===== config.mk =====
export PLATFORM = sky130hd
export DESIGN_NAME = phase_interval_counter
export DESIGN_NICKNAME = d
export VERILOG_FILES = /design/src/rtl/pic_pkg.sv /design/src/rtl/pic_sync.sv /design/src/rtl/pic_ctrl.sv /design/src/rtl/pic_datapath.sv /design/src/rtl/phase_interval_counter.sv
export SDC_FILE = /design/constraint.sdc
export NUM_CORES = 1
export LEC_CHECK = 0
export BUFFER_PORTS_ARGS = -buffer_cell sky130_fd_sc_hd__buf_2
export CAP_MARGIN = 20
export CORE_AREA = 2 2 45 47
export DETAILED_ROUTE_END_ITERATION = 16
export DIE_AREA = 0 0 47 49
export PLACE_DENSITY = 0.77
export SKIP_LAST_GASP = 1
export SLEW_MARGIN = 20
export SYNTH_ARGS = -nofsm -noshare
export SYNTH_HDL_FRONTEND = slang
export SYNTH_SLANG_ARGS = --single-unit

===== constraint.sdc =====
create_clock -name clk -period 2.6 [get_ports clk]
set_input_delay 0 -clock clk [delete_from_list [all_inputs] [get_ports clk]]
set_output_delay 0 -clock clk [all_outputs]
set_load 0.005 [all_outputs]

===== src/rtl/pic_pkg.sv =====
`timescale 1ns/1ps
package pic_pkg;
  // Strobes from control to datapath
  typedef struct packed {
    logic countEn;   // synchronized window
    logic capture;   // tick: latch and clear
  } picCtl_t;
endpackage


===== src/rtl/pic_sync.sv =====
`timescale 1ns/1ps
module pic_sync #(
  parameter int STAGES = 2
) (
  input  logic clk,
  input  logic rstN,
  input  logic asyncIn,
  output logic syncOut
);
  localparam int LAST = STAGES - 1;
  logic [LAST:0] chain;

  always_ff @(posedge clk or negedge rstN) begin
    if (!rstN) chain <= '0;
    else       chain <= {chain[LAST-1:0], asyncIn};
  end

  assign syncOut = chain[LAST];
endmodule


===== src/rtl/pic_ctrl.sv =====
`timescale 1ns/1ps
module pic_ctrl
  import pic_pkg::*;
#(
  parameter int SYNC_STAGES = 2
) (
  input  logic    clk,
  input  logic    rstN,
  input  logic    windowAsync,
  input  logic    tick,
  output picCtl_t ctl
);
  logic windowSync;

  pic_sync #(.STAGES(SYNC_STAGES)) u_sync (
    .clk     (clk),
    .rstN    (rstN),
    .asyncIn (windowAsync),
    .syncOut (windowSync)
  );

  always_comb begin
    ctl.countEn = windowSync;
    ctl.capture = tick;
  end
endmodule


===== src/rtl/pic_datapath.sv =====
`timescale 1ns/1ps
module pic_datapath
  import pic_pkg::*;
#(
  parameter int CNT_W = 8
) (
  input  logic             clk,
  input  logic             rstN,
  input  picCtl_t          ctl,
  output logic [CNT_W-1:0] capCount,
  output logic             capOverflow,
  output logic             capValid
);
  localparam logic [CNT_W-1:0] CNT_MAX = '1;

  logic [CNT_W-1:0] runCount;
  logic             runOvf;
  logic [CNT_W-1:0] nextCount;
  logic             nextOvf;
  logic             atMax;

  always_comb begin
    atMax     = (runCount == CNT_MAX);
    nextCount = (ctl.countEn && !atMax) ? runCount + 1'b1 : runCount;
    nextOvf   = runOvf | (ctl.countEn & atMax);
  end

  always_ff @(posedge clk or negedge rstN) begin
    if (!rstN) begin
      runCount    <= '0;
      runOvf      <= 1'b0;
      capCount    <= '0;
      capOverflow <= 1'b0;
      capValid    <= 1'b0;
    end else begin
      capValid <= ctl.capture;
      if (ctl.capture) begin
        capCount    <= nextCount;
        capOverflow <= nextOvf;
        runCount    <= '0;
        runOvf      <= 1'b0;
      end else begin
        runCount <= nextCount;
        runOvf   <= nextOvf;
      end
    end
  end
endmodule


===== src/rtl/phase_interval_counter.sv =====
`timescale 1ns/1ps
module phase_interval_counter
  import pic_pkg::*;
#(
  parameter int CNT_W       = 8,
  parameter int SYNC_STAGES = 2
) (
  input  logic             clk,
  input  logic             rstN,
  input  logic             windowAsync,
  input  logic             tick,
  output logic [CNT_W-1:0] capCount,
  output logic             capOverflow,
  output logic             capValid
);
  picCtl_t ctl;

  pic_ctrl #(.SYNC_STAGES(SYNC_STAGES)) u_ctrl (
    .clk         (clk),
    .rstN        (rstN),
    .windowAsync (windowAsync),
    .tick        (tick),
    .ctl         (ctl)
  );

  pic_datapath #(.CNT_W(CNT_W)) u_dp (
    .clk         (clk),
    .rstN        (rstN),
    .ctl         (ctl),
    .capCount    (capCount),
    .capOverflow (capOverflow),
    .capValid    (capValid)
  );
endmodule


==> results by group, run 1 <==
GRT
  • First-pass GRT wire length: 3.32 mm
  • Vias in the first global route: 752
  • GRT Overall Usage: 19.9%
  • Initial antenna violation count: 0
  • Largest net degree at the start of global routing: 22
  • Gr ovfl total: 0

Floorplanning
  • I/O pin count: 14
  • Floorplan row count: 16
  • Initial Util: 54.1%
  • Total core area: 1840 um2
  • Chip height: 49 um
  • Die ar.: 2300 um2
  • Die X: 47 um

Cells and area
  • Fillers: 176
  • Final nets: 112
  • Final core utilization: 60.9%
  • Sequential cell area: 526 um2
  • N_diodes: 0
  • P&R area growth vs syn: 12.7%
  • Multi-input gate area: 422 um2
  • Fin cells: 133
  • Finished Cell Area: 1120 um2
  • Layout cells sized above 1: 25.5%

Pwr
  • Comb pwr share: 8.9%
  • PwrDens: 492 nW/um2
  • Pleak: 0.511 nW
  • Maximum vdd drop: 370 uV
  • Sequential power share: 63.0%
  • Power, Total: 0.552 mW
  • Internal power: 0.416 mW
  • Sw Share: 24.6%
  • Net load switching power: 0.136 mW
  • Clk pwr share: 28.1%

Synth
  • Top cells by area, synth: dfrtp_1 (53%), nand2_1 (4.1%), nor3_1 (3.0%), o31ai_2 (2.5%), o31ai_1 (2.3%)
  • Avg Cell Area, Syn: 10.9 um2
  • Top_reg_cell synth: dfrtp_1
  • Most common cell in the netlist: dfrtp_1
  • Cells after synthesis: 91
  • Synth top area share: 52.8%
  • Synth Cell Area: 996 um2
  • Netlist cell types: 37
  • Seq cells post-synth: 21
  • Seq/Total Area, Yosys: 52.8%
  • Commonest cells post-synth: dfrtp_1 (21), nand2_1 (11), nor3_1 (6)
  • EDFF count, synth: 0
  • Warnings from Yosys: 0
  • Syn_nets: 96
  • Synth async-reset ratio: 100%
  • Synth area leader: dfrtp_1

Detailed routing
  • Drt first pass iters: 6
  • Vias per cell: 5.64
  • DR iter-0 viols: 15
  • Per-cell routed wire length: 14.1 um
  • Vias: 750
  • Final WL: 1.88 mm
  • DRC: 0
  • Count of antenna-violating nets left after detailed routing: 0

Worst setup path
  • Critical path launch point type: flip-flop
  • Crit Path Category: flip-flop to flip-flop
  • WP data arrival: 1.81 ns
  • CP required: 2.81 ns
  • CP Max Fanout: 6
  • Worst setup EP type: flip-flop

STA
  • RSZ-0062 raised after global routing: no
  • Clock skew: 0.00894 ns
  • Setup-failing EPs final: 0
  • Setup TNS: 0 ns
  • Final worst slack: 0.995 ns
  • Final hold violations: 0
  • Slew at the pin closest to its max-slew limit: 0.478 ns
  • Slew HR: 68.1%
  • Hold slack: 0.156 ns
  • Final Max Slew Viols: 0
  • Top achievable clock speed: 0.623 GHz
  • Tmin final: 1.60 ns
  • Crit share post-route: 61.7%

Worst hold path
  • Worst hold path type: input pin to asynchronous set/reset pin

Placed design
  • Placed Area: 1060 um2
  • Inst Count DP: 126
  • Setup Slack @ Placement: 1.03 ns
  • Port Buffer Count: 13
  • Final GP Congestion: 0.795
  • Post-DP HPWL: 1.35 mm

Clock network
  • Reg clk slew, reported paths: 0.12 ns
  • Post-CTS resize count: 0
  • Cts bufs inserted: 3
  • Clk_lat worst skew: 0.30 ns
  • CTS tree: built
  • Hold_buf cts: 3
  • Clk root buf: clkbuf_4
  • Max clock buf depth: 2
  • H-tree depth: 1
  • Clock sink count: 21
  • Setup bufs post-CTS: 0

Outcome
  • Status: finished clean

Job
  • Max-cap violations: 0
## final cells by class
| class | count | share of cell area, % |
|---|---|---|
| tap | 27 | 3.01 |
| clock buffer | 3 | 2.01 |
| sequential | 21 | 46.8 |
| inverter | 5 | 1.67 |
| multi-input combinational | 60 | 37.6 |
| timing repair buffer | 16 | 8.47 |
| clock inverter | 1 | 0.446 |
## path summary, 6_finish.rpt
kind                                   startpoint                     end  slack, ns  cells after the start
min in group clk                      windowAsync  u_ctrl.u_sync.chain[0]       0.34                      2
setup reg to reg                 u_dp.runCount[0]        u_dp.runCount[0]        1.0                      4
max in group asynchronous                    rstN             u_dp.runOvf       2.13                      2
hold / removal                               rstN        u_dp.capCount[0]       0.16                      2
setup / recovery                 u_dp.runCount[0]        u_dp.runCount[0]        1.0                      4
hold reg to reg            u_ctrl.u_sync.chain[0]  u_ctrl.u_sync.chain[1]       0.36                      0
## worst max-delay path, stage by stage, from the launching register on
cell,delay (ns)
dfrtp_1,0.47
ha_1,0.29
and4_1,0.20
a21boi_2,0.23
mux2_4,0.32
## state kept, by name, indices dropped and copies added, names as in the netlist
name and cells:
u_ctrl.u_sync.chain 2, u_dp.capCount 8, u_dp.capOverflow 1, u_dp.capValid 1, u_dp.runCount 8, u_dp.runOvf 1
## logic make-up after synthesis
logic type | count (synthesis) | share of synthesized area [%]
simple gates | 34 | 19.1
compound gates | 23 | 19.5
flops | 21 | 52.8
buf+inv | 10 | 4.90
mux | 2 | 2.51
fa+ha+maj | 1 | 1.26
## layout by cell type (no fill, tap or decap), drive strengths merged, types with 2 or more instances in the layout
master        n
and4          3
dlygate4sd3   3
and3          2
nand3         2
o31ai         5
dfrtp        21
a21oi         4
inv           5
nand4         3
nand2        11
buf          13
clkbuf        3
o21a          2
nor2          5
o2111ai       2
nor3          6
## power groups by stage
stage	combinational (mW)	sequential [mW]	clock [mW]
after floorplan	0.0257	0.353	0
after global placement	0.0452	0.353	0
after detailed placement	0.0461	0.354	0
after CTS	0.0497	0.348	0.157
after global routing	0.0569	0.350	0.171
final	0.0489	0.348	0.155
## layer usage
layer	vias up	track usage [%]	routed length [um]
met3	4	2.22	68
met1	354	26.8	866
met2	21	31.5	905
met5	-	0	0
met4	0	8.80	36
li1	371	-	-
Note: power is estimated with default switching activity, not from simulation.
==> run 2: changes to the inputs <==
Settings changed: CORE_AREA 2 2 45 47 to 2 2 46 48, DIE_AREA 0 0 47 49 to 0 0 48 50, PLACE_DENSITY 0.77 to 0.74.
Clock period 2.6 ns to 1.5 ns, I/O delays scaled along.
==> results by group, run 2 (synthesized netlist as in run 1, its figures left out) <==
GRT
  • GR Layer Usage met1: 29.7%
  • Gr ovfl total: 0
  • GRT Overall Usage: 21.3%
  • Vias in the first global route: 761
  • Largest net degree at the start of global routing: 22
  • First-pass GRT wire length: 3.62 mm
  • GR Util met3: 3.30%
  • GR Util met2: 32.4%
  • Busiest grt layer: met2
  • Initial antenna violation count: 0

Cells and area
  • Most common cell after layout, fill and taps aside: dfrtp_1
  • Fillers: 159
  • Final nets: 118
  • Multi-input gate area: 443 um2
  • P&R area growth vs syn: 19.2%
  • Sequential cell area: 526 um2
  • Layout cells sized above 1: 32.1%
  • Largest regs: u_dp.capCount x8, u_dp.runCount x8, u_ctrl.u_sync.chain x2
  • Final core utilization: 62.4%
  • Commonest cells after routing, fill and taps aside: dfrtp_1 (21), buf_2 (13), nand2_1 (11), nor3_1 (6), buf_4 (6)
  • N_diodes: 0
  • Fin cells: 139

Job
  • Max-cap violations: 0

Outcome
  • Status: finished clean

Detailed routing
  • Vias per cell: 5.65
  • Per-cell routed wire length: 15.3 um
  • Vias: 785
  • DRC: 0
  • DR iter-0 viols: 31
  • Drt first pass iters: 4
  • Count of antenna-violating nets left after detailed routing: 0
  • Final WL: 2.13 mm

Clock network
  • Clk root buf: clkbuf_4
  • Cts bufs inserted: 3
  • Max clock buf depth: 2
  • Reg clk slew, reported paths: 0.12 ns
  • Clock sink count: 21
  • H-tree depth: 1
  • CTS tree: built
  • Clk_lat worst skew: 0.31 ns

Worst hold path
  • Worst hold path type: input pin to asynchronous set/reset pin

STA
  • Final Max Slew Viols: 0
  • Slew HR: 69.3%
  • RSZ-0062 raised after global routing: no
  • Crit share post-route: 95.2%
  • Setup TNS: 0 ns
  • Clock skew: 0.00107 ns
  • Final hold violations: 0
  • Top achievable clock speed: 0.700 GHz
  • Tmin final: 1.43 ns
  • Slew at the pin closest to its max-slew limit: 0.461 ns
  • Setup-failing EPs final: 0

Floorplanning
  • Die ar.: 2400 um2
  • Floorplan row count: 16
  • Die X: 48 um
  • Chip height: 50 um
  • Total core area: 1900 um2
  • I/O pin count: 14
  • Initial Util: 52.4%

Worst setup path
  • CP Max Fanout: 5
  • Critical path launch point type: flip-flop
  • Crit Path Category: flip-flop to flip-flop
  • CP required: 1.71 ns
  • Worst setup EP type: flip-flop
  • WP data arrival: 1.64 ns

Pwr
  • Power, Total: 0.992 mW
  • PwrDens: 835 nW/um2
  • Pleak: 0.538 nW
  • Maximum vdd drop: 562 uV

Placed design
  • Port Buffer Count: 13
  • Inst Count DP: 132
  • Final GP Congestion: 0.771
  • Post-DP HPWL: 1.42 mm
run 2: cell types whose count changed in the layout (fill, tap and decap cells not counted), sizes merged:
cell | before | now
buf | 13 | 19
clkinv | 1 | 0
clkbuf | 3 | 4
run 2: layout make-up:
type | instances | share of cell area, %
tap | 27 | 2.85
timing repair buffer | 22 | 11.8
inverter | 5 | 1.58
clock buffer | 4 | 2.21
sequential | 21 | 44.3
multi-input combinational | 60 | 37.3
run 2: timing repair:
action,CTS,global route
hold endpoints to repair,23,0
hold buffers,3,0
setup buffers,0,1
setup endpoints to repair,0,6
resized for setup,0,4
run 2: critical path, stage by stage, from the launching register on:
cell	delay [ns]
dfrtp_1	0.42
ha_2	0.22
and4_1	0.19
a21boi_2	0.19
mux2_4	0.31
run 2: path summary, 6_finish.rpt:
check                                             from                endpoint  slack (ns)  cells after the start
worst min-delay path                              rstN        u_dp.capCount[0]        0.16                      2
min in group clk                           windowAsync  u_ctrl.u_sync.chain[0]        0.33                      2
worst max-delay path                  u_dp.runCount[1]        u_dp.runCount[0]        0.07                      4
max in group asynchronous                         rstN  u_ctrl.u_sync.chain[1]        1.03                      2
worst max register to register        u_dp.runCount[1]        u_dp.runCount[0]        0.07                      4
worst min register to register  u_ctrl.u_sync.chain[0]  u_ctrl.u_sync.chain[1]        0.36                      0
run 2: power by group:
| part | internal (mW) | switching [mW] | total (mW) | leakage (nW) |
|---|---|---|---|---|
| Clock | 0.104 | 0.180 | 0.284 | 0.0150 |
| Combinational | 0.0515 | 0.0575 | 0.109 | 0.242 |
| Sequential | 0.586 | 0.0128 | 0.598 | 0.281 |
| Total | 0.741 | 0.250 | 0.992 | 0.538 |
run 2: through the flow:
step,worst slack [ns],hold slack [ns],instance area [um2]
2_1_floorplan,0.0258,-0.296,996
3_3_place_gp,0.132,-0.0251,1110
3_5_place_dp,0.0368,-0.0197,1110
4_1_cts,0.00153,0.184,1170
5_1_grt,0.00203,0.215,1190
6_report,0.0713,0.158,1190
run 2: metal layers:
metal  vias to the layer above  share of wire [%]
met1                       384                 44
met3                         5                2.0
li1                        384                  -
met4                         0                1.8
met2                        12                 52
met5                         -                  0
==> run 3: changes to the inputs <==
Settings changed: SETUP_SLACK_MARGIN from default to 0.2.
==> results by group, run 3 (synthesized netlist as in run 1, its figures left out) <==
STA
  • Clock skew: 0.00447 ns
  • Top achievable clock speed: 0.738 GHz
  • Slew HR: 67.4%
  • Slew at the pin closest to its max-slew limit: 0.489 ns
  • Hold slack: 0.0414 ns
  • Setup TNS: 0 ns
  • RSZ-0062 raised after global routing: yes
  • Setup-failing EPs final: 0
  • Tmin final: 1.36 ns
  • Crit share post-route: 90.4%
  • Final Max Slew Viols: 0
  • Final hold violations: 0

Cells and area
  • N_diodes: 0
  • P&R area growth vs syn: 23.9%
  • Largest regs: u_dp.capCount x8, u_dp.runCount x8, u_ctrl.u_sync.chain x2
  • Fillers: 149
  • Final nets: 118
  • Multi-input gate area: 489 um2
  • Sequential cell area: 528 um2
  • Most common cell after layout, fill and taps aside: dfrtp_1
  • Layout cells sized above 1: 40.2%
  • Commonest cells after routing, fill and taps aside: dfrtp_1 (19), buf_2 (13), nand2_1 (11), buf_4 (7)

GRT
  • Vias in the first global route: 770
  • GRT Overall Usage: 20.9%
  • Initial antenna violation count: 0
  • Largest net degree at the start of global routing: 22
  • Gr ovfl total: 0
  • First-pass GRT wire length: 3.64 mm

Clock network
  • Max clock buf depth: 2
  • Clk root buf: clkbuf_4
  • Clock sink count: 21
  • Clk_lat worst skew: 0.30 ns
  • H-tree depth: 1
  • CTS tree: built
  • Cts bufs inserted: 3
  • Reg clk slew, reported paths: 0.11 ns

Worst hold path
  • Worst hold path type: input pin to flip-flop
  • WHS Path Cells: 2
  • Worst Hold Launch: tick

Worst setup path
  • Worst path depth: 4
  • CP delay by family, top: flip-flops
  • Crit Path Category: flip-flop to flip-flop
  • CP startpoint: u_dp.runCount[0]
  • Critical path launch point type: flip-flop
  • CP required: 1.70 ns
  • Bufs and invs on worst path: 0
  • Worst setup EP type: flip-flop
  • Crit-path cells: ha_4, and4_4, a21boi_2, mux2_4
  • Crit path max-delay cell type: dfrtp_1
  • Max incr delay on CP: 0.44 ns
  • CP Max Fanout: 5
  • Worst r2r src: u_dp.runCount[0]
  • WP data arrival: 1.55 ns
  • Worst Reg-to-Reg Cells: 4

Floorplanning
  • I/O pin count: 14
  • Initial Util: 52.4%
  • Floorplan row count: 16
  • Die X: 48 um
  • Die ar.: 2400 um2
  • Total core area: 1900 um2
  • Chip height: 50 um

Detailed routing
  • Vias: 819
  • Vias per cell: 5.89
  • Per-cell routed wire length: 15.5 um
  • DRC: 0
  • DR iter-0 viols: 13
  • Count of antenna-violating nets left after detailed routing: 0
  • Final WL: 2.15 mm
  • Drt first pass iters: 4

Placed design
  • Post-DP HPWL: 1.42 mm
  • Port Buffer Count: 13
  • Final GP Congestion: 0.814

Outcome
  • Status: finished clean

Pwr
  • Pleak: 0.542 nW
  • Maximum vdd drop: 522 uV
  • PwrDens: 791 nW/um2
  • Power, Total: 0.975 mW

Job
  • Max-cap violations: 0
run 3: changes by cell type in the layout (fill, tap and decap cells not counted), moves of 2 or more:
| cell | change |
|---|---|
| dfrtp_2 | +2 |
| nor3_1 | -3 |
| nor3_2 | +3 |
| dfrtp_1 | -2 |
run 3: repair_timing:
item                                   in CTS  in global routing
hold buffers                                2                  0
gates resized for setup                     6                  5
pin swaps                                   4                  5
endpoints found under the hold margin      22                  0
setup endpoints to repair                  16                 15
buffers inserted                            2                  1
run 3: final timing paths:
path	to	slack, ns
worst min register to register	u_ctrl.u_sync.chain[1]	0.36
max in group asynchronous	u_dp.runCount[2]	0.99
min in group asynchronous	u_dp.runCount[0]	0.18
worst max-delay path	u_dp.runCount[0]	0.14
worst min-delay path	u_dp.runCount[6]	0.04
worst max register to register	u_dp.runCount[0]	0.14
run 3: area by class of cell:
class	instances	share of cell area [%]
Inverter	5	1.52
Tap cell	27	2.74
Multi-Input combinational cell	60	39.7
Clock buffer	4	2.13
Timing Repair Buffer	22	11.2
Sequential cell	21	42.8
run 3: stage by stage:
step | util, % | instances | cell area (um2) | setup slack (ns)
floorplan | - | 91 | 1020 | 0.102
global placement | 58.6 | 130 | 1110 | 0.124
detailed placement | 58.6 | 130 | 1110 | 0.0973
CTS | 63.0 | 138 | 1200 | 0.143
global route | 64.9 | 139 | 1230 | 0.0896
finish | 64.9 | 139 | 1230 | 0.145
run 3: report_power, final:
group	leakage (nW)	total, mW	internal, mW	switching (mW)
Sequential	0.278	0.602	0.586	0.0157
Clock	0.0150	0.264	0.104	0.160
Combinational	0.250	0.110	0.0522	0.0576
run 3: metal layers:
| metal | vias to the layer above | track usage [%] | routed length (um) |
|---|---|---|---|
| li1 | 385 | - | - |
| met4 | 0 | 5.41 | 0 |
| met1 | 418 | 30.2 | 950 |
| met5 | - | 0 | 0 |
| met3 | 0 | 3.30 | 57 |
| met2 | 16 | 32.0 | 1140 |
